$ cat src/rtl/mii_xbar_pkg.sv
// Package: shared routing code types and claim decoding for the MII crossbar.
// Assumes two channels, index 0 = channel A, 1 = channel B.
package mii_xbar_pkg;

    typedef enum logic [1:0] {
        RX_OWN  = 2'b00,
        RX_OPP  = 2'b01,
        RX_BOTH = 2'b10,
        RX_OFF  = 2'b11
    } rx_route_e;

    typedef enum logic [1:0] {
        TX_OWN     = 2'b00,
        TX_OPP     = 2'b01,
        TX_PEER_RX = 2'b10,
        TX_OFF     = 2'b11
    } tx_src_e;

    // True when a receive code targets the channel's own (master) port.
    function automatic logic claims_own(input logic [1:0] code);
        return (code == RX_OWN) || (code == RX_BOTH);
    endfunction

    // True when a receive code targets the opposite port.
    function automatic logic claims_opp(input logic [1:0] code);
        return (code == RX_OPP) || (code == RX_BOTH);
    endfunction

endpackage

$ cat src/rtl/mii_xbar_cfg.sv
// Module: registers the per-channel routing codes.
// Assumes synchronous active-low reset; reset value selects normal routing.
module mii_xbar_cfg #(
    parameter int N_CH  = 2,
    parameter int CODE_W = 2
) (
    input  logic                         clk,
    input  logic                         rst_n,
    input  logic [N_CH-1:0][CODE_W-1:0]  rx_route_in,
    input  logic [N_CH-1:0][CODE_W-1:0]  tx_src_in,
    output logic [N_CH-1:0][CODE_W-1:0]  rx_route_q,
    output logic [N_CH-1:0][CODE_W-1:0]  tx_src_q
);

    // Capture the codes once per clock; reset forces own-port routing.
    always_ff @(posedge clk) begin
        if (!rst_n) begin
            rx_route_q <= '0;
            tx_src_q   <= '0;
        end else begin
            rx_route_q <= rx_route_in;
            tx_src_q   <= tx_src_in;
        end
    end

    AST_CFG_RESET_NORMAL: assert property (@(posedge clk) disable iff (!rst_n)
        !$past(rst_n) |-> (rx_route_q == '0 && tx_src_q == '0));

    AST_CFG_ONE_EDGE: assert property (@(posedge clk) disable iff (!rst_n)
        $past(rst_n) |-> (rx_route_q == $past(rx_route_in) && tx_src_q == $past(tx_src_in)));

endmodule

$ cat src/rtl/mii_xbar_rx_arb.sv
// Module: resolves which channel drives one port's receive bus.
// Assumes the master channel is the one sharing the port's index; the master
// wins any conflict and an unclaimed port is driven to zero.
module mii_xbar_rx_arb
    import mii_xbar_pkg::*;
#(
    parameter int BUS_W = 8
) (
    input  logic             clk,
    input  logic             rst_n,
    input  logic [1:0]       master_route,
    input  logic [1:0]       other_route,
    input  logic [BUS_W-1:0] master_bus,
    input  logic [BUS_W-1:0] other_bus,
    output logic [BUS_W-1:0] port_bus
);

    logic master_takes;
    logic other_takes;

    // Decode whether each channel targets this port.
    always_comb begin
        master_takes = claims_own(master_route);
        other_takes  = claims_opp(other_route);
    end

    // Select the port's source with master priority, zeros when idle.
    always_comb begin
        if (master_takes)
            port_bus = master_bus;
        else if (other_takes)
            port_bus = other_bus;
        else
            port_bus = '0;
    end

    AST_MASTER_PRIORITY: assert property (@(posedge clk) disable iff (!rst_n)
        (master_takes && other_takes) |-> (port_bus == master_bus));

    AST_UNCLAIMED_ZERO: assert property (@(posedge clk) disable iff (!rst_n)
        (master_route == RX_OPP || master_route == RX_OFF) &&
        (other_route == RX_OWN || other_route == RX_OFF) |-> (port_bus == '0));

endmodule

$ cat src/rtl/mii_xbar_tx_sel.sv
// Module: selects the transmit source for one channel.
// Assumes peer receive data-valid maps to transmit enable in bypass mode.
module mii_xbar_tx_sel
    import mii_xbar_pkg::*;
#(
    parameter int DATA_W = 4
) (
    input  logic              clk,
    input  logic              rst_n,
    input  logic [1:0]        src,
    input  logic [DATA_W-1:0] own_txd,
    input  logic              own_en,
    input  logic              own_er,
    input  logic [DATA_W-1:0] opp_txd,
    input  logic              opp_en,
    input  logic              opp_er,
    input  logic [DATA_W-1:0] peer_rxd,
    input  logic              peer_dv,
    input  logic              peer_er,
    output logic [DATA_W-1:0] txd,
    output logic              tx_en,
    output logic              tx_er
);

    // Multiplex the four transmit sources by code.
    always_comb begin
        unique case (src)
            TX_OWN:     begin txd = own_txd;  tx_en = own_en;  tx_er = own_er;  end
            TX_OPP:     begin txd = opp_txd;  tx_en = opp_en;  tx_er = opp_er;  end
            TX_PEER_RX: begin txd = peer_rxd; tx_en = peer_dv; tx_er = peer_er; end
            default:    begin txd = '0;       tx_en = 1'b0;    tx_er = 1'b0;    end
        endcase
    end

    AST_TX_OFF_QUIET: assert property (@(posedge clk) disable iff (!rst_n)
        (src == TX_OFF) |-> (!tx_en && !tx_er));

    AST_TX_BYPASS_FOLLOWS: assert property (@(posedge clk) disable iff (!rst_n)
        (src == TX_PEER_RX) |-> (tx_en == peer_dv && txd == peer_rxd));

endmodule

$ cat src/rtl/mii_port_xbar.sv
// Module: dual-channel MII port crossbar top.
// Registers routing codes, then routes receive buses to ports with master
// ownership and transmit buses to channels. Index 0 = A, 1 = B.
module mii_port_xbar #(
    parameter int DATA_W = 4
) (
    input  logic                   clk,
    input  logic                   rst_n,
    input  logic [1:0][1:0]        rx_route_cfg,
    input  logic [1:0][1:0]        tx_src_cfg,
    input  logic [1:0][DATA_W-1:0] ch_rxd,
    input  logic [1:0]             ch_rx_dv,
    input  logic [1:0]             ch_rx_er,
    input  logic [1:0]             ch_crs,
    input  logic [1:0]             ch_col,
    output logic [1:0][DATA_W-1:0] port_rxd,
    output logic [1:0]             port_rx_dv,
    output logic [1:0]             port_rx_er,
    output logic [1:0]             port_crs,
    output logic [1:0]             port_col,
    input  logic [1:0][DATA_W-1:0] port_txd,
    input  logic [1:0]             port_tx_en,
    input  logic [1:0]             port_tx_er,
    output logic [1:0][DATA_W-1:0] ch_txd,
    output logic [1:0]             ch_tx_en,
    output logic [1:0]             ch_tx_er
);

    localparam int N_CH   = 2;
    localparam int CODE_W = 2;
    localparam int RXB_W  = DATA_W + 4;

    logic [N_CH-1:0][CODE_W-1:0] rx_route_q;
    logic [N_CH-1:0][CODE_W-1:0] tx_src_q;
    logic [N_CH-1:0][RXB_W-1:0]  ch_bus;
    logic [N_CH-1:0][RXB_W-1:0]  pt_bus;

    mii_xbar_cfg #(.N_CH(N_CH), .CODE_W(CODE_W)) u_cfg (
        .clk         (clk),
        .rst_n       (rst_n),
        .rx_route_in (rx_route_cfg),
        .tx_src_in   (tx_src_cfg),
        .rx_route_q  (rx_route_q),
        .tx_src_q    (tx_src_q)
    );

    for (genvar i = 0; i < N_CH; i++) begin : g_lane
        localparam int OPP = N_CH - 1 - i;

        // Pack the channel receive signals into one bus.
        always_comb ch_bus[i] = {ch_rxd[i], ch_rx_dv[i], ch_rx_er[i], ch_crs[i], ch_col[i]};

        mii_xbar_rx_arb #(.BUS_W(RXB_W)) u_rx_arb (
            .clk          (clk),
            .rst_n        (rst_n),
            .master_route (rx_route_q[i]),
            .other_route  (rx_route_q[OPP]),
            .master_bus   (ch_bus[i]),
            .other_bus    (ch_bus[OPP]),
            .port_bus     (pt_bus[i])
        );

        // Unpack the resolved port bus onto the port outputs.
        always_comb {port_rxd[i], port_rx_dv[i], port_rx_er[i], port_crs[i], port_col[i]} = pt_bus[i];

        mii_xbar_tx_sel #(.DATA_W(DATA_W)) u_tx_sel (
            .clk      (clk),
            .rst_n    (rst_n),
            .src      (tx_src_q[i]),
            .own_txd  (port_txd[i]),
            .own_en   (port_tx_en[i]),
            .own_er   (port_tx_er[i]),
            .opp_txd  (port_txd[OPP]),
            .opp_en   (port_tx_en[OPP]),
            .opp_er   (port_tx_er[OPP]),
            .peer_rxd (ch_rxd[OPP]),
            .peer_dv  (ch_rx_dv[OPP]),
            .peer_er  (ch_rx_er[OPP]),
            .txd      (ch_txd[i]),
            .tx_en    (ch_tx_en[i]),
            .tx_er    (ch_tx_er[i])
        );
    end

    AST_OWN_PORT_RX: assert property (@(posedge clk) disable iff (!rst_n)
        (rx_route_q[0] == 2'b00) |-> (port_rxd[0] == ch_rxd[0] && port_rx_dv[0] == ch_rx_dv[0]));

    AST_BOTH_PORTS_RX: assert property (@(posedge clk) disable iff (!rst_n)
        (rx_route_q[1] == 2'b10 && rx_route_q[0] != 2'b00 && rx_route_q[0] != 2'b10)
        |-> (port_crs[0] == ch_crs[1] && port_crs[1] == ch_crs[1]));

endmodule

$ cat config.mk
export PLATFORM = sky130hd
export DESIGN_NAME = mii_port_xbar
export DESIGN_NICKNAME = d
export VERILOG_FILES = /design/src/rtl/mii_xbar_pkg.sv /design/src/rtl/mii_xbar_cfg.sv /design/src/rtl/mii_xbar_rx_arb.sv /design/src/rtl/mii_xbar_tx_sel.sv /design/src/rtl/mii_port_xbar.sv
export SDC_FILE = /design/constraint.sdc
export NUM_CORES = 1
export LEC_CHECK = 0
export ABC_CLOCK_PERIOD_IN_PS = 1600
export BUFFER_PORTS_ARGS = -buffer_cell sky130_fd_sc_hd__buf_2
export CORE_MARGIN = 1.5
export CORE_UTILIZATION = 41
export CTS_BUF_LIST = sky130_fd_sc_hd__clkbuf_4 sky130_fd_sc_hd__clkbuf_8
export DETAILED_ROUTE_END_ITERATION = 8
export GPL_ROUTABILITY_DRIVEN = 1
export HOLD_SLACK_MARGIN = 0.08
export PLACE_DENSITY = 0.82
export SLEW_MARGIN = 25
export SYNTH_ARGS = -nofsm -noshare
export SYNTH_HDL_FRONTEND = slang
export SYNTH_SLANG_ARGS = --single-unit
export TNS_END_PERCENT = 1
$ cat constraint.sdc
create_clock -name clk -period 1.6 [get_ports clk]
set_clock_uncertainty 0.1 [all_clocks]
set_input_delay 0.08 -clock clk [delete_from_list [all_inputs] [get_ports clk]]
set_output_delay 0.08 -clock clk [all_outputs]
set_load 0.1 [all_outputs]
==> results of run 1 <==
==> synth_stat cells <==
master / count
and2_1: 8
buf_1: 2
buf_2: 2
buf_4: 4
buf_6: 2
dfxtp_1: 8
ha_1: 4
inv_1: 4
mux2i_1: 12
nand2_1: 16
nor2b_2: 2
o21ai_0: 16
o21ai_2: 16
o2bb2ai_1: 12
or2_1: 2
==> cells by family after synthesis <==
group / count (synthesis)
AOI/OAI and AO/OA: 44
adders and majority gates: 4
buffers and inverters: 14
DFF: 8
muxes: 12
and+or+nand+nor: 28
==> stage by stage <==
step / hold slack, ns / setup slack [ns]
detailed placement: 0.188 / 0.0354
floorplan: 0.102 / -0.0502
global placement: 0.189 / 0.106
==> summary by stage, run 1 <==
Clock tree
The H-tree depth is 1. The number of setup buffers added after CTS is 0. The TritonCTS sink count is 8. The number of gates resized after cts is 8.

The number of clock buffers added by TritonCTS is 3. The root buffer cell is clkbuf_4. The hold buffer count at cts is 16. The maximum root-to-sink buffer count is 2.

Placement
In this run the cell area measured after placement is 0.00184 mm2. The count of buffers from port buffering is 65. The final weighted congestion in routability-driven placement is 0.865. The number of placed cells counting well taps is 196. The wire-length estimate of the detail-placed layout is 3.27 mm.

Yosys
Summing the sequential cell areas from Yosys gives 18.2% of the chip area. After synthesis, the share of cell area in mux cells is 13.6%. The area share of fa/ha/maj cells after synthesis is 5.68%. The number of synthesis warnings is 0. The area fraction in compound gates after synthesis is a little under two fifths.

The synthesized netlist contains 15 unique library cells. The average cell area after synthesis is 8.01 um2. The netlist area before placement is 881 um2.

The simple-gate portion of the synthesized area is 15.9%. The gate count after technology mapping is 110. The area share of the largest cell type after synthesis is 18.2%. The net count after synthesis is approximately 150. The flip-flop and latch count after synthesis is 8.

By area, the combinational part of the netlist is dominated by compound AO/OA/AOI/OAI gates. Sorting the synthesized cells by area gives the leading types as dfxtp_1, o21ai_2, mux2i_1. The post-synthesis share of cell area spent on xor and xnor gates is 0%. The cell type with the largest total area after synthesis is dfxtp_1.

Run status
The stage where the run came to a stop is 4_1_cts. The first error in the log reads "[ERROR DPL-0038] Utilization greater than 100%, impossible to legalize". The flow did not finish.

Die
The number of primary I/O pins is 66. The site row count is 16. The initial utilization of the core area, before any placement, comes to around 44%.

In this run the vertical extent of the chip is approximately 49 um. In this run the horizontal extent of the chip is 49.4 um.
==> run 2: changes to the inputs <==
- CORE_AREA: default -> 2 2 63 65
- CORE_MARGIN: 1.5 -> default
- CORE_UTILIZATION: 41 -> default
- CTS_BUF_LIST: sky130_fd_sc_hd__clkbuf_4 sky130_fd_sc_hd__clkbuf_8 -> default
- DIE_AREA: default -> 0 0 65 67
- HOLD_SLACK_MARGIN: 0.08 -> default
- PLACE_DENSITY: 0.82 -> default
- PLACE_DENSITY_LB_ADDON: default -> 0.15
==> run 2 against run 1 <==
The flow now finishes, with violations (negative setup slack). Area after synthesis stayed put. Synthesized cell count stayed put.
==> summary by stage, run 2 <==
Run status
The flow ran to the end, but the final reports show violations. The checks that failed: negative setup slack.

Yosys
The commonest cells after synthesis are nand2_1, o21ai_0, o21ai_2. The area fraction in compound gates after synthesis is 36.9% (unchanged). The netlist area before placement is 881 um2 (unchanged). The post-synthesis share of cell area spent on xor and xnor gates is 0% (unchanged).

The average cell area after synthesis is 8.01 um2 (unchanged). The proportion of synthesized chip area in sequential cells was 18.2% (unchanged). The number of synthesis warnings is 0 (unchanged). The biggest area contributor in the post-synthesis netlist is dfxtp_1.

The gate count after technology mapping is 110 (unchanged). The net count after synthesis came to 152 (unchanged). The mux contribution to synthesized area is 13.6% (unchanged). The number of enable-type register cells in the synthesized netlist is 0 (unchanged).

In the post-synthesis netlist, the biggest area contributors are dfxtp_1, o21ai_2, mux2i_1. The number of distinct library cells after synthesis was 15 (unchanged). The post-synthesis async set-or-reset flop share is 0% (unchanged). Among all flip-flop cells after synthesis, the most frequent one is dfxtp_1. The area share of the largest cell type after synthesis is 18.2% (unchanged). The main combinational cell family by area after synthesis is compound AO/OA/AOI/OAI gates. The flip-flop and latch count after synthesis is 8 (unchanged).

The area share of fa/ha/maj cells after synthesis was 5.68% (unchanged). The simple-gate portion of the synthesized area is 15.9% (unchanged).

Timing
Setup violations remaining at the end of the flow were counted as 16. Setup repair after global routing could not meet its margin everywhere. The final cycle utilization of the critical path is 108%. The achievable frequency is 581 MHz. After layout, the minimum clock period comes to 1.72 ns. In the post-route analysis, the smallest setup slack over all paths is -0.120 ns. For the pin with the worst max-slew slack, the measured transition is 0.440 ns.

The max-slew violation total from the final report was 0. The number of hold violations in the final report is 0. The worst slew slack as a fraction of its limit is 70.3%.

Route
The detailed route wirelength on metal2 is 1.79 mm. The uppermost layer routed is met4. Detailed routing inserted a total of 1,081 vias. For this block, the initial DRC count from the detailed router was 31.

For this run, design rule violations remaining after detail routing come to 0. The total routed wire length on the met1 layer is around 1.3 mm. The total met3 wirelength after detailed routing is 147 um. After detailed routing, the average wire length per cell comes to 13.9 um. The final wirelength is 3.28 mm.

The final antenna-violating net count is 0. The via count normalized by instance count is 4.60. The first detailed-routing pass ran for 4 iterations.

Final layout
The total area of sequential cells is 166 um2. The area of all placed cells without fillers is 0.00209 mm2. The largest registers in the layout are u_cfg.rx_route_q x4, u_cfg.tx_src_q x4.

The total area of multi-input combinational cells is 871 um2. After the flow finishes, the layout carries non-filler instances totaling 235. Leaving out fill and tap cells, the most frequent cell in the layout is buf_2. The number of nets in the finished design is 231.

The layout overhead on the synthesized area is 137%. The top cell types in the final layout, fill and taps aside, are buf_2, buf_12, nand2_1, o21ai_4, mux2i_1. The share of cells above drive strength 1 is 64.2%. The antenna cell count is 0. The number of filler instances in the final layout is roughly 300.

Setup path
STA classifies the critical path endpoint as a primary output. By startpoint and endpoint, the worst setup path is classified as flip-flop to primary output. Data on the critical path is required at its endpoint by approximately 1.4 ns. The critical path data arrival time is 1.54 ns.

In this run the worst path has a maximum fanout of 7. STA classifies the critical path startpoint as a flip-flop.

Die
The number of primary I/O pins was 66 (unchanged). The core region is 0.00361 mm2. The floorplan die width is 65 um (+32%). The height of the chip is 67 um (+36%). The die outline area is 0.00436 mm2.

The site row count came to 22 (+6). The starting density of the core is 24.4% (-20 points).

Pwr
For this design the total switching power over the nets is 0.000872 W. In this run the static leakage power is 0.851 nW. The switching share of power is 50.9%.

The share of total power dissipated in combinational logic is 73.1%. The power density normalized to cell area is 821 mW/mm2. The sequential group share of total power is 13.4%. The share of power burned in the clock network is a little over an eighth. The worst-case vdd ir drop is 0.000602 V. The internal power of the cells is between 0.0008 and 0.0009 W.

Global route
The global routing usage summed across all routing layers is 16.3%. The maximum number of pins on one net before global-route repair is 10. The number of antenna violations at the first check in global routing is 0.

The via count of the first global-routing pass was 1,142. The aggregate global routing overflow is 0. The wire length of the first global-routing pass is 5.39 mm.

Clock tree
The root buffer cell is clkbuf_8. The H-tree depth is 1 (unchanged). The number of buffers created by CTS is 3 (unchanged). The maximum root-to-sink buffer count was 2 (unchanged). After clock tree synthesis, the clock-pin slew on the worst setup and hold paths is around 0.040 ns. The CTS tree is yes. The TritonCTS sink count was 8 (unchanged).

Placement
The placed wire-length estimate came to 2.75 mm (-16%). The minimum setup slack after placement is 0.0677 ns (+0.0323 ns). The cell area after placement is 0.00190 mm2 (+2.9%). The final weighted congestion in routability-driven placement is 0.783 (-9.4%). The number of placed cells counting well taps is 219 (+12%).

The count of buffers from port buffering came to 65 (unchanged).

Min path
The tightest min-delay check is of the input port to flip-flop type.

Job
The number of violations of the max-capacitance limit is 0.
[run 2: cell counts after synthesis]
No cell type changed its count.
[run 2: critical path, stage by stage (launching register included)]
cell	delay, ns
dfxtp_2	0.35
inv_2	0.05
ha_4	0.17
or2_4	0.26
buf_6	0.16
o21ai_4	0.15
buf_12	0.19
[run 2: kinds of logic after synthesis]
group / count (synthesis)
buffers and inverters: 14
DFF: 8
and+or+nand+nor: 28
adders and majority gates: 4
AOI/OAI and AO/OA: 44
muxes: 12
[run 2: layout make-up]
class | instances | share of cell area, %
Tap cell | 48 | 2.88
Inverter | 4 | 0.720
Sequential cell | 8 | 7.98
Multi-Input combinational cell | 88 | 41.8
Timing Repair Buffer | 84 | 44.7
Clock buffer | 3 | 1.98
[run 2: timing repair]
action | CTS | global route
pin swaps | 3 | 2
hold endpoints to repair | 8 | 0
hold buffers | 8 | 0
setup endpoints to repair | 20 | 16
buffers inserted | 5 | 0
gates resized for setup | 11 | 8
[run 2: per-stage QoR]
step | power, W | hold WS (ns) | setup TNS [ns] | utilization (%)
after floorplan | 0.00101 | 0.102 | -1.01 | -
after global placement | 0.00144 | 0.185 | 0 | 52.6
after detailed placement | 0.00145 | 0.183 | 0 | 52.6
after CTS | 0.00173 | 0.0327 | -1.95 | 57.8
after global routing | 0.00177 | 0.0550 | -2.45 | 57.8
final | 0.00171 | 0.0326 | -1.64 | 57.8
[run 2: layer usage]
layer  GRT usage, %  vias to the layer above
li1               -                      544
met1           17.5                      494
met2           32.0                       39
met3           2.03                        4
met4           6.65                        0
met5              0                        -
[run 2: power by group through the flow]
| stage | combinational [W] | sequential [W] | clock, W |
|---|---|---|---|
| after detailed placement | 0.00122 | 0.000229 | 0 |
| after global routing | 0.00130 | 0.000230 | 0.000249 |
| after CTS | 0.00126 | 0.000228 | 0.000242 |
| after global placement | 0.00121 | 0.000229 | 0 |
| after floorplan | 0.000790 | 0.000224 | 0 |
| final | 0.00125 | 0.000229 | 0.000232 |
[run 2: worst paths after layout]
kind                                       start                            to  slack (ns)  cells after the start
setup / recovery  u_cfg.rx_route_q[3]$_SDFF_PN0_                   port_rxd[4]       -0.12                      6
hold / removal                             rst_n  u_cfg.tx_src_q[3]$_SDFF_PN0_        0.03                      2
Note: power is estimated with default switching activity, not from simulation.
==> run 3: changes to the inputs <==
- ABC_AREA: default -> 1
- CAP_MARGIN: default -> 10
==> run 3 against run 2 <==
The flow now finishes without violations. Routed wire length rose by 2.1%. Critical path type unchanged. Area after synthesis rose by 3.1%. Final area down 12%. Die area is the same. Fmax rose by 13%. Non-clock buffer count fell by 10.
==> summary by stage, run 3 <==
Die
The site row count is 22 (unchanged). The height of the chip is 67 um (unchanged). The die outline area came to 0.00436 mm2 (unchanged).

The floorplan die width is 65 um (unchanged). The core area is 0.00361 mm2 (unchanged). The starting density of the core is 25.2% (+0.76 points).

The number of primary I/O pins came to 66 (unchanged).

Final layout
In the layout the commonest cells are nand3_1, nand2_1, buf_2. The post-route non-filler standard cell count is 265 (+13%). The number of nets in the finished design is 261 (+13%).

The share of cells above drive strength 1 is 44.2% (-20 points). The antenna cell count is 0 (unchanged). In the final layout, the registers with the most flip-flops are u_cfg.rx_route_q x4, u_cfg.tx_src_q x4. The area of all placed cells without fillers is 0.00184 mm2 (-12%). The core occupancy in the finished layout is 51.1% (-6.8 points). Compared with the post-synthesis result, the final layout area differs by 103%. The most common cell after layout, fill and taps aside is nand3_1.

Setup path
The required arrival time at the worst endpoint came to 1.42 ns (about the same). The critical path data arrival time came to 1.35 ns (-0.19 ns). The type of element capturing the critical path is a primary output. The top fanout value on the critical path came to 4 (-3). The setup path with the least slack is of type flip-flop to primary output. STA classifies the critical path startpoint as a flip-flop.

Yosys
The post-synthesis async set-or-reset flop share is 0% (unchanged). The main flop type after synthesis is dfxtp_1. The gate count after technology mapping is 149 (+35%). The netlist area before placement was 908 um2 (+3.1%). The cell type with the largest total area after synthesis is nand3_1. The commonest cells after synthesis are nand2_1, nand3_1, inv_1.

The number of synthesis warnings is 0 (unchanged). The proportion of synthesized chip area in sequential cells is 17.6% (-0.55 points). The flip-flop and latch count after synthesis was 8 (unchanged). The net count after synthesis is 191 (+26%).

The number of enable-type register cells in the synthesized netlist was 0 (unchanged). The area share of the largest cell type after synthesis came to 28.7% (+10 points). The average cell area after synthesis is 6.10 um2 (-24%).

The number of distinct library cells after synthesis is 12 (-3). In the post-synthesis netlist, the biggest area contributors are nand3_1, nand2_1, dfxtp_1.

Clock tree
The tree is rooted in a clkbuf_8. The count of buffers added by post-CTS timing repair for setup is 0 (-5). The clock slew at the register clock pins of the worst setup and hold paths came to 0.04 ns (about the same).

The maximum root-to-sink buffer count is 2 (unchanged). The CTS tree is yes. The TritonCTS sink count is 8 (unchanged). The H-tree depth was 1 (unchanged). The number of buffers created by CTS is 3 (unchanged).

Global route
The maximum number of pins on one net before global-route repair was 10 (unchanged). The wire length of the first global-routing pass came to 5.04 mm (-6.5%). The via count of the first global-routing pass is 1,111 (-2.7%). The global routing usage summed across all routing layers came to 14.8% (-1.6 points). The aggregate global routing overflow is 0 (unchanged). The number of antenna violations at the first check in global routing was 0 (unchanged).

Timing
Setup repair after global routing could not meet its margin everywhere. The final setup violation count came to 0 (-16). The max-slew violation total from the final report is 0 (unchanged). The minimum period implied by the final worst setup slack is 1.53 ns (-0.193 ns). The actual slew at the worst max-slew pin is 0.262 ns (-0.179 ns). The achievable frequency is 655 MHz (+13%). The number of hold violations in the final report is 0 (unchanged).

The final cycle utilization of the critical path is 95.5% (-12 points). The worst slew slack as a fraction of its limit was 82.5% (+12 points).

Job
The number of violations of the max-capacitance limit is 0 (unchanged).

Run status
The run finished with clean final reports.

Min path
The class of the worst hold path is input port to flip-flop.

Route
The remaining routing DRC violations is 0 (unchanged). The total via count after detailed routing is 1,199 (+11%). The via count normalized by instance count was 4.52 (-1.6%). The routed length per placed instance is 12.6 um (-9.5%). The first-pass iteration count of the detailed router is 4 (unchanged). The final antenna-violating net count came to 0 (unchanged). The number of DRC violations after detailed-routing iteration 0 was 61 (+97%). The final wirelength is 3.34 mm (+2.1%).

Placement
The placed wire-length estimate is 2.67 mm (-3.2%). The count of buffers from port buffering is 65 (unchanged). The final weighted congestion in routability-driven placement is 0.808 (+3.2%).

The number of placed cells counting well taps is 252 (+15%). The cell area after placement is 0.00163 mm2 (-14%).

Pwr
The worst-case vdd ir drop came to 0.000446 V (-26%). The standby leakage power was 0.942 nW (+11%). The total design power came to 0.00163 W (-5.0%).

The power density normalized to cell area is 883 mW/mm2 (+7.6%).
-- run 3: path summary, 6_finish.rpt --
| check | start | endpoint | depth (start not counted) |
|---|---|---|---|
| max | u_cfg.rx_route_q[3]$_SDFF_PN0_ | port_rxd[5] | 6 |
| min | rst_n | u_cfg.tx_src_q[2]$_SDFF_PN0_ | 3 |
-- run 3: through the flow --
step | setup slack, ns | hold WS [ns] | TNS (ns)
6_report | 0.0724 | 0.0244 | 0
5_1_grt | -0.00126 | 0.0510 | -0.00126
4_1_cts | -0.00512 | 0.0274 | -0.00512
3_5_place_dp | 0.182 | 0.163 | 0
3_3_place_gp | 0.193 | 0.165 | 0
2_1_floorplan | -0.0712 | 0.0735 | -1.05
-- run 3: cells by family after synthesis --
group / after synthesis / share of synthesized area [%]
adders and majority gates: 4 / 5.51
DFF: 8 / 17.6
buffers and inverters: 29 / 17.9
and+or+nand+nor: 108 / 59.0
-- run 3: cell type report --
cell class | count | area [um2]
Multi-Input combinational cell | 114 | 668
Clock buffer | 3 | 41.3
Fill cell | 362 | 1760
Tap cell | 48 | 60.1
Timing Repair Buffer | 74 | 833
Sequential cell | 8 | 166
Inverter | 18 | 72.6
-- run 3: where the power goes --
group / switching [W] / leakage, nW / total (W) / internal (W)
Sequential: 0.0000205 / 0.0680 / 0.000234 / 0.000213
Clock: 0.0000692 / 0.0216 / 0.000231 / 0.000162
Combinational: 0.000759 / 0.852 / 0.00116 / 0.000402
-- run 3: critical path: stages (launching register included) --
cell and delay [ns]:
dfxtp_2 0.34, inv_1 0.07, ha_4 0.19, nor2_4 0.16, nand3_1 0.09, nand2_1 0.11, buf_12 0.18
-- run 3: what timing repair did --
action | 4_1_cts | 5_1_grt
setup endpoints to repair | 16 | 28
gates resized for setup | 3 | 15
endpoints found under the hold margin | 8 | 0
hold buffers | 8 | 0
pin swaps | 1 | 2
gates cloned | 1 | 1
-- run 3: layer usage --
metal | up-vias | part of all wire (%) | GRT usage [%]
li1 | 616 | - | -
met1 | 542 | 41 | 16.9
met2 | 39 | 53 | 27.3
met3 | 2 | 5.6 | 2.53
met4 | 0 | 0.57 | 5.32
met5 | - | 0 | 0
